<file path="src/rtl/serial_rx_pkg.sv">
package serial_rx_pkg;

  typedef enum logic [2:0] {
    ST_IDLE,
    ST_START,
    ST_DATA,
    ST_PAR,
    ST_STOP
  } rx_state_t;

  // data-length code to bit count; reserved codes fall back to 8
  function automatic logic [3:0] size_to_bits(input logic [2:0] code);
    case (code)
      3'b000:  return 4'd5;
      3'b001:  return 4'd6;
      3'b010:  return 4'd7;
      3'b111:  return 4'd9;
      default: return 4'd8;
    endcase
  endfunction

  // upper bit set means a parity bit is present (10 even, 11 odd)
  function automatic logic parity_present(input logic [1:0] mode);
    return mode[1];
  endfunction

endpackage

</file>
<file path="src/rtl/rx_sync.sv">
module rx_sync #(
  parameter int STAGES = 2
) (
  input  logic clk,
  input  logic rst,
  input  logic din,
  output logic dout,
  output logic fall
);
  logic [STAGES-1:0] chain;
  logic              prev;

  always_ff @(posedge clk) begin
    if (rst) begin
      chain <= '1;
      prev  <= 1'b1;
    end else begin
      chain <= {chain[STAGES-2:0], din};
      prev  <= chain[STAGES-1];
    end
  end

  assign dout = chain[STAGES-1];
  assign fall = prev & ~chain[STAGES-1];
endmodule

</file>
<file path="src/rtl/rx_parity_chk.sv">
module rx_parity_chk #(
  parameter int W = 9
) (
  input  logic [W-1:0] word,
  input  logic         odd,
  input  logic         rx_bit,
  output logic         mismatch
);
  logic expect_bit;

  // unused high bits of word are zero, so the whole vector can be reduced
  assign expect_bit = (^word) ^ odd;
  assign mismatch   = rx_bit ^ expect_bit;
endmodule

</file>
<file path="src/rtl/rx_frame_fsm.sv">
module rx_frame_fsm
  import serial_rx_pkg::*;
#(
  parameter int MAX_BITS = 9,
  parameter int OS_RATE  = 16,
  localparam int IDX_W   = $clog2(MAX_BITS + 1)
) (
  input  logic                clk,
  input  logic                rst,
  input  logic                tick,
  input  logic                line,
  input  logic                fall,
  input  logic [IDX_W-1:0]    nbits,
  input  logic                par_en,
  input  logic                par_odd,
  output logic [MAX_BITS-1:0] data_o,
  output logic                valid_o,
  output logic                perr_o,
  output logic                ferr_o
);
  localparam int CNT_W = $clog2(OS_RATE);
  localparam logic [CNT_W-1:0] MID_CNT  = CNT_W'(OS_RATE / 2 - 1);
  localparam logic [CNT_W-1:0] LAST_CNT = CNT_W'(OS_RATE - 1);

  rx_state_t           state;
  logic [CNT_W-1:0]    cnt;
  logic [IDX_W-1:0]    idx;
  logic [MAX_BITS-1:0] shreg;
  logic                pbit;
  logic                mismatch;

  rx_parity_chk #(.W(MAX_BITS)) u_par (
    .word    (shreg),
    .odd     (par_odd),
    .rx_bit  (pbit),
    .mismatch(mismatch)
  );

  always_ff @(posedge clk) begin
    if (rst) begin
      state   <= ST_IDLE;
      cnt     <= '0;
      idx     <= '0;
      shreg   <= '0;
      pbit    <= 1'b0;
      data_o  <= '0;
      valid_o <= 1'b0;
      perr_o  <= 1'b0;
      ferr_o  <= 1'b0;
    end else begin
      valid_o <= 1'b0;
      perr_o  <= 1'b0;
      ferr_o  <= 1'b0;
      case (state)
        ST_IDLE: begin
          if (fall) begin
            state <= ST_START;
            cnt   <= '0;
          end
        end
        ST_START: begin
          if (tick) begin
            if (cnt == MID_CNT) begin
              cnt <= '0;
              if (line) begin
                state <= ST_IDLE;
              end else begin
                state <= ST_DATA;
                idx   <= '0;
                shreg <= '0;
              end
            end else begin
              cnt <= cnt + 1'b1;
            end
          end
        end
        ST_DATA: begin
          if (tick) begin
            if (cnt == LAST_CNT) begin
              cnt        <= '0;
              shreg[idx] <= line;
              if (idx == nbits - 1'b1) begin
                state <= par_en ? ST_PAR : ST_STOP;
              end else begin
                idx <= idx + 1'b1;
              end
            end else begin
              cnt <= cnt + 1'b1;
            end
          end
        end
        ST_PAR: begin
          if (tick) begin
            if (cnt == LAST_CNT) begin
              cnt   <= '0;
              pbit  <= line;
              state <= ST_STOP;
            end else begin
              cnt <= cnt + 1'b1;
            end
          end
        end
        ST_STOP: begin
          if (tick) begin
            if (cnt == LAST_CNT) begin
              cnt     <= '0;
              state   <= ST_IDLE;
              valid_o <= 1'b1;
              data_o  <= shreg;
              ferr_o  <= ~line;
              perr_o  <= par_en & mismatch;
            end else begin
              cnt <= cnt + 1'b1;
            end
          end
        end
        default: state <= ST_IDLE;
      endcase
    end
  end
endmodule

</file>
<file path="src/rtl/serial_rx.sv">
module serial_rx
  import serial_rx_pkg::*;
#(
  parameter int MAX_BITS    = 9,
  parameter int OS_RATE     = 16,
  parameter int SYNC_STAGES = 2
) (
  input  logic                clk,
  input  logic                rst,
  input  logic                os_tick,
  input  logic                rx_in,
  input  logic [2:0]          char_size,
  input  logic [1:0]          parity_mode,
  output logic [MAX_BITS-1:0] rx_data,
  output logic                rx_valid,
  output logic                parity_err,
  output logic                frame_err
);
  localparam int IDX_W = $clog2(MAX_BITS + 1);

  logic             line_s;
  logic             line_fall;
  logic [IDX_W-1:0] nbits;
  logic             par_en;

  assign nbits  = IDX_W'(size_to_bits(char_size));
  assign par_en = parity_present(parity_mode);

  rx_sync #(.STAGES(SYNC_STAGES)) u_sync (
    .clk (clk),
    .rst (rst),
    .din (rx_in),
    .dout(line_s),
    .fall(line_fall)
  );

  rx_frame_fsm #(.MAX_BITS(MAX_BITS), .OS_RATE(OS_RATE)) u_fsm (
    .clk    (clk),
    .rst    (rst),
    .tick   (os_tick),
    .line   (line_s),
    .fall   (line_fall),
    .nbits  (nbits),
    .par_en (par_en),
    .par_odd(parity_mode[0]),
    .data_o (rx_data),
    .valid_o(rx_valid),
    .perr_o (parity_err),
    .ferr_o (frame_err)
  );
endmodule

</file>
<file path="config.mk">
export PLATFORM = sky130hd
export DESIGN_NAME = serial_rx
export DESIGN_NICKNAME = d
export VERILOG_FILES = /design/src/rtl/serial_rx_pkg.sv /design/src/rtl/rx_sync.sv /design/src/rtl/rx_parity_chk.sv /design/src/rtl/rx_frame_fsm.sv /design/src/rtl/serial_rx.sv
export SDC_FILE = /design/constraint.sdc
export NUM_CORES = 1
export LEC_CHECK = 0
export BUFFER_PORTS_ARGS = -buffer_cell sky130_fd_sc_hd__buf_4
export CAP_MARGIN = 20
export CORE_UTILIZATION = 25
export DETAILED_ROUTE_END_ITERATION = 12
export PLACE_DENSITY_LB_ADDON = 0.3
export SLEW_MARGIN = 0
export SYNTH_ARGS = -nofsm -noshare
export SYNTH_HDL_FRONTEND = slang
export SYNTH_HIERARCHICAL = 1
export SYNTH_SLANG_ARGS = --single-unit
</file>
<file path="constraint.sdc">
create_clock -name clk -period 2.8 [get_ports clk]
set_input_delay 0.14 -clock clk [delete_from_list [all_inputs] [get_ports clk]]
set_output_delay 0.14 -clock clk [all_outputs]
set_load 0.05 [all_outputs]
</file>
After elaboration in Yosys (flattened, before gate mapping). Index checks and enable logic that the tools add are counted.

$add $sub $neg: 3. $lt $le $gt $ge: 2. Equal/unequal tests: 23. Mux-type cells: 37. Bitwise operators: 8. Reduce and logical (&&, ||, !) cells: 15.

Operators by type and width (number): $mux 9 (5); $mux 4 (11); $mux 3 (11); $pmux 9 s2 (1); $pmux 4 s4 (1); $pmux 3 s5 (1); $ne 2x2->1 const B (7); $ne 2x1->1 const B (6); $pmux 4 s3 (1); $reduce_and 10->1 (1); $bwmux 9 (1); $eq 3x2->1 const B (3); $reduce_xor 9->1 (1); $add 4x1->4 const B (2); $pmux 4 s2 (1); $reduce_and 7->1 (1); $eq 3x1->1 const B (2); $eq 3x3->1 const B (2); $logic_not 3->1 (2); $reduce_and 3->1 (2); $reduce_and 6->1 (1); $reduce_or 3->1 (2); $lt 4x5->1 const B (1); $demux 1 s4 (1); other kinds (15) (21).

Flip-flop bits (word level): 36. Input bits: 9. Output and inout port bits: 12. Logic and storage cells: 99.

Longest topological paths before layout.
Word-level depth: 8. Gate-level depth with buffers: 9.

By module. The synthesis kept the hierarchy.

By module, submodules not included: rx_frame_fsm (instances 1, cells an instance 218, area an instance 1766.7 um2, sequential area each 660.6 um2); rx_parity_chk (instances 1, cells an instance 9, area an instance 92.6 um2, sequential area each 0.0 um2); rx_sync (instances 1, cells an instance 7, area an instance 85.1 um2, sequential area each 60.1 um2); serial_rx (instances 1, cells an instance 6, area an instance 31.3 um2, sequential area each 0.0 um2).

Worst setup path before layout. No wires, ideal clock.

Path kind: reg-to-reg. Start point: reg u_fsm.cnt[0]. End point: reg u_fsm.idx[0]. Library setup time: 70 ps. Data arrival time: 2037 ps. Required time: 2730 ps. Path slack: 693 ps. Cell stages (with the launch flop): 7. Buffers on the path: 0. Clock period less this slack: 2107 ps. Cell sequence: dfxtp_1 > ha_1 > nand3_1 > o22a_1 > or4_4 > or4_1 > a21oi_1.

Longest elaborated chain between the ends: 3.

Ends and longest elaborated chain: start: declaration (RTL line rx_frame_fsm.sv:26) `logic [CNT_W-1:0] cnt;`; start signal: assignment (RTL line rx_frame_fsm.sv:73) `cnt <= cnt + 1'b1;`; start signal: assignment (RTL line rx_frame_fsm.sv:88) `cnt <= cnt + 1'b1;`; start signal: assignment (RTL line rx_frame_fsm.sv:99) `cnt <= cnt + 1'b1;`; $eq 4x4->1 / $eq 4x3->1 (equally long branches) (RTL line rx_frame_fsm.sv:79, rx_frame_fsm.sv:63); $ne 2x1->1 (no source line); $reduce_and 7->1 (no source line) (*); end signal: assignment (RTL line rx_frame_fsm.sv:85) `idx <= idx + 1'b1;`; end: declaration (RTL line rx_frame_fsm.sv:27) `logic [IDX_W-1:0] idx;`.

Mark *: on every way between the ends. The rest lies on a longest branch, timed or not. A chain may end at the register's enable or synchronous reset.

Final worst setup path. Same ends and word-level chain as after synthesis.

==> impl_metrics.csv <==
group,metric,value,unit
grt,grt_pass1_wl,7630,µm
floorplanning,start_util,25.7,%
cells_and_area,nNetsFinal,274,
clock_network,ctsLongestPathBuffers,2,
timing,rsz0062_at_grt,"no",
timing,slew_violations,0,
routing,ant_nets,0,
grt,grt_max_degree,27,
clock_network,cts_hold_buf,0,
setup_path,worstReg2RegEnd,"u_fsm/idx[0]",
clock_network,numCtsBuffers,5,
clock_network,ctsResizeCount,0,
routing,drt_first_pass_iters,4,
placement,portBuffers,20,
cells_and_area,fillCellCount,839,
placement,place.gp.congestion,0.800,
clock_network,cts_tree,"yes",
hold_path,worst_hold_path.num_cells,2,
timing,fin_crit_sh,81.7,%
grt,grt_pass1_vias,1590,
pwr,worst_ir_drop_vdd,0.000175,V
yosys,yosysUniqueCellTypes,46,
routing,route.met3.wl,186,µm
yosys,synthesis.area,1980,µm²
timing,fin_tns_setup,0,ps
setup_path,r2r_start,"u_fsm/cnt[0]",
timing,slew_headroom,48.1,%
setup_path,crit_buf_inv,0,
yosys,synthCells,240,
clock_network,htreeDepth,2,
grt,grt_usage,11.4,%
setup_path,rrSetupSlack,510,ps
outcome,status,"completed",
setup_path,critPathMaxStageDelay,560,ps
routing,via_count,1693,
routing,drt-met1-wl,2180,µm
routing,routed_wl,4300,µm
setup_path,path_class,"flip-flop to flip-flop",
routing,vias_per_cell,4.68,
clock_network,cts-root-buf,"clkbuf_8",
yosys,synth_ff_type,"dfxtp_1",
setup_path,crit_chain,"ha_1 -> nand3_1 -> o22a_1 -> or4_4 -> or4_1 -> a21oi_1",
yosys,ys_seq_elements,36,
placement,dp_hpwl,3110,µm
cells_and_area,diodes,0,
routing,route.met2.wl,1870,µm
timing,whs,35.4,ps
yosys,syn_nets,255,
clock_network,path_clk_slew,70,ps
floorplanning,rows,32,
setup_path,crit_family,"simple AND/OR/NAND/NOR gates",
clock_network,post_cts_buffers,0,
yosys,avgSynthCellArea,8.23,µm²
pwr,power,1.17,mW
floorplanning,dieHeight,90.9,µm
setup_path,worstPathArrival,2510,ps
grt,antenna_found_initial,0,
clock_network,cts_sinks,36,
routing,drc,0,
floorplanning,dieArea,8260,µm²
routing,wl_per_cell,11.9,µm
cells_and_area,area_growth,18.2,%
cells_and_area,fin_util,30.4,%
yosys,async_reset_ff_share,0,%
pwr,p_per_area,499,nW/µm²
grt,grt-ovfl-total,0,
cells_and_area,drive_gt1_share,13.8,%
hold_path,holdPathEnd,"u_sync/chain[0]",
timing,period_needed,2290,ps
clock_network,clk_latency,290,ps
timing,setup_viol,0,
setup_path,required,3030,ps
setup_path,crit_fanout,6,
routing,highest_layer,"met4",
setup_path,cp-start-kind,"flip-flop",
timing,tightest_slew,776,ps
hold_path,hold_path_class,"input pin to flip-flop",
cells_and_area,finalNonFillerCells,362,
placement,placedCellCount,354,
setup_path,ff2ff_path_depth,6,
timing,clock.fmax,437,MHz
floorplanning,chipWidth,90.9,µm
yosys,synth_seq_area_share,36.5,%
setup_path,endpoint_kind,"flip-flop",
hold_path,hp-start,"rx_in",
flow_run,cap_violations,0,
setup_path,critical_path.slowest_cell,"or4_4",
timing,fin_skew,3.99,ps
floorplanning,coreArea,7690,µm²
yosys,synth-edff-count,0,
pwr,p_leak,0.857,nW
floorplanning,pin_count,21,
routing,drt_iter0_markers,121,
yosys,yosys_warnings,6,
timing,finalHoldViolations,0,
-- placed cells by master, fill, tap and decap left out, types with 3 or more instances in the layout --
cell type  count
nand2b_1       3
mux2i_1        4
buf_4         24
clkbuf_8       5
a21oi_1       15
nand4_1        3
xor2_1         5
nand2_1       49
ha_1           6
dfxtp_1       36
nor2_1        12
a32o_1         8
inv_1          9
o21ai_0        7
nor3_1        10
or2_1          3
xnor2_1       12
nand3_1        9
nor2b_1        3
-- Yosys cell counts (2+ instances only) --
library cell	n	area share [%]
and3_1	2	0.63
nor3_1	10	2.5
nand4_1	3	0.95
xnor3_1	2	2.3
inv_1	9	1.7
or3_1	2	0.63
o31ai_1	2	0.76
mux2i_1	4	2.0
xnor2_1	12	5.3
nand3b_1	2	0.76
nand2_1	49	9.3
nand2b_1	3	0.95
xor2_1	5	2.2
nand2b_4	2	1.4
dfxtp_1	36	36
clkbuf_1	9	1.7
nor2_1	12	2.3
and3b_1	2	0.89
nand3_1	9	2.3
o311ai_0	2	0.89
or2_1	3	0.95
a32o_1	8	4.1
nor2b_1	3	0.95
a21oi_1	15	3.8
and2_1	2	0.63
ha_1	6	3.8
o21ai_0	7	1.8
-- cells by family (layout without fill, tap and decap cells) --
group / after synthesis / in the layout / synth area share [%]
xor+xnor: 19 / 19 / 9.82
fa+ha+maj: 6 / 6 / 3.80
mux: 4 / 4 / 2.03
compound gates: 45 / 45 / 15.7
buf+inv: 21 / 41 / 4.56
simple gates: 109 / 109 / 27.6
flops: 36 / 36 / 36.5
-- worst register-to-register path, stage by stage (launching register included) --
cell	delay [ps]
dfxtp_1	370
ha_1	240
nand3_1	170
o22a_1	230
or4_4	560
or4_1	520
a21oi_1	140
-- stage by stage --
step,setup slack (ps),instance area [µm²]
after floorplan,693,1980
after global placement,579,2230
after detailed placement,532,2230
after CTS,509,2330
after global routing,390,2330
final,514,2330
-- sequential cells by signal, summed over array words and instances (netlist names) --
register / flops
u_fsm/cnt: 4
u_fsm/idx: 4
u_fsm/perr_o: 1
u_fsm/shreg: 9
u_sync/prev: 1
u_fsm/valid_o: 1
u_fsm/state: 3
u_fsm/ferr_o: 1
u_sync/chain: 2
u_fsm/data_o: 9
u_fsm/pbit: 1
-- worst max path at each step --
stage / from / endpoint / slack, ps / cells past startpoint
after CTS: u_fsm/cnt[0] / u_fsm/idx[0] / 510 / 6
after detailed placement: u_fsm/cnt[0] / u_fsm/idx[0] / 530 / 6
after global placement: u_fsm/cnt[0] / u_fsm/idx[0] / 580 / 6
after global routing: u_fsm/cnt[0] / u_fsm/idx[0] / 390 / 6
final: u_fsm/cnt[0] / u_fsm/idx[0] / 510 / 6
after floorplan: u_fsm/cnt[0] / u_fsm/idx[0] / 690 / 6
-- layer usage --
layer / track usage (%) / vias up
li1: - / 875
met1: 15.4 / 775
met2: 16.9 / 37
met3: 3.11 / 6
met4: 4.63 / 0
met5: 0 / -
-- area by class of cell --
cell class / count / area (µm²) / share of cell area, %
clock inverters: 2 / 35.0 / 1.50
well taps: 102 / 128 / 5.47
clock buffers: 6 / 72.6 / 3.11
repair buffers: 24 / 180 / 7.72
flip-flops and latches: 36 / 721 / 30.9
inverters: 9 / 33.8 / 1.45
multi-input cells: 183 / 1160 / 49.9
-- power breakdown --
group	internal, mW	leakage (nW)	switching (mW)
Sequential	0.522	0.291	0.0179
Clock	0.264	0.0552	0.190
Combinational	0.0786	0.511	0.0941
Total	0.864	0.857	0.302
Power figures use the tool's default switching activity.
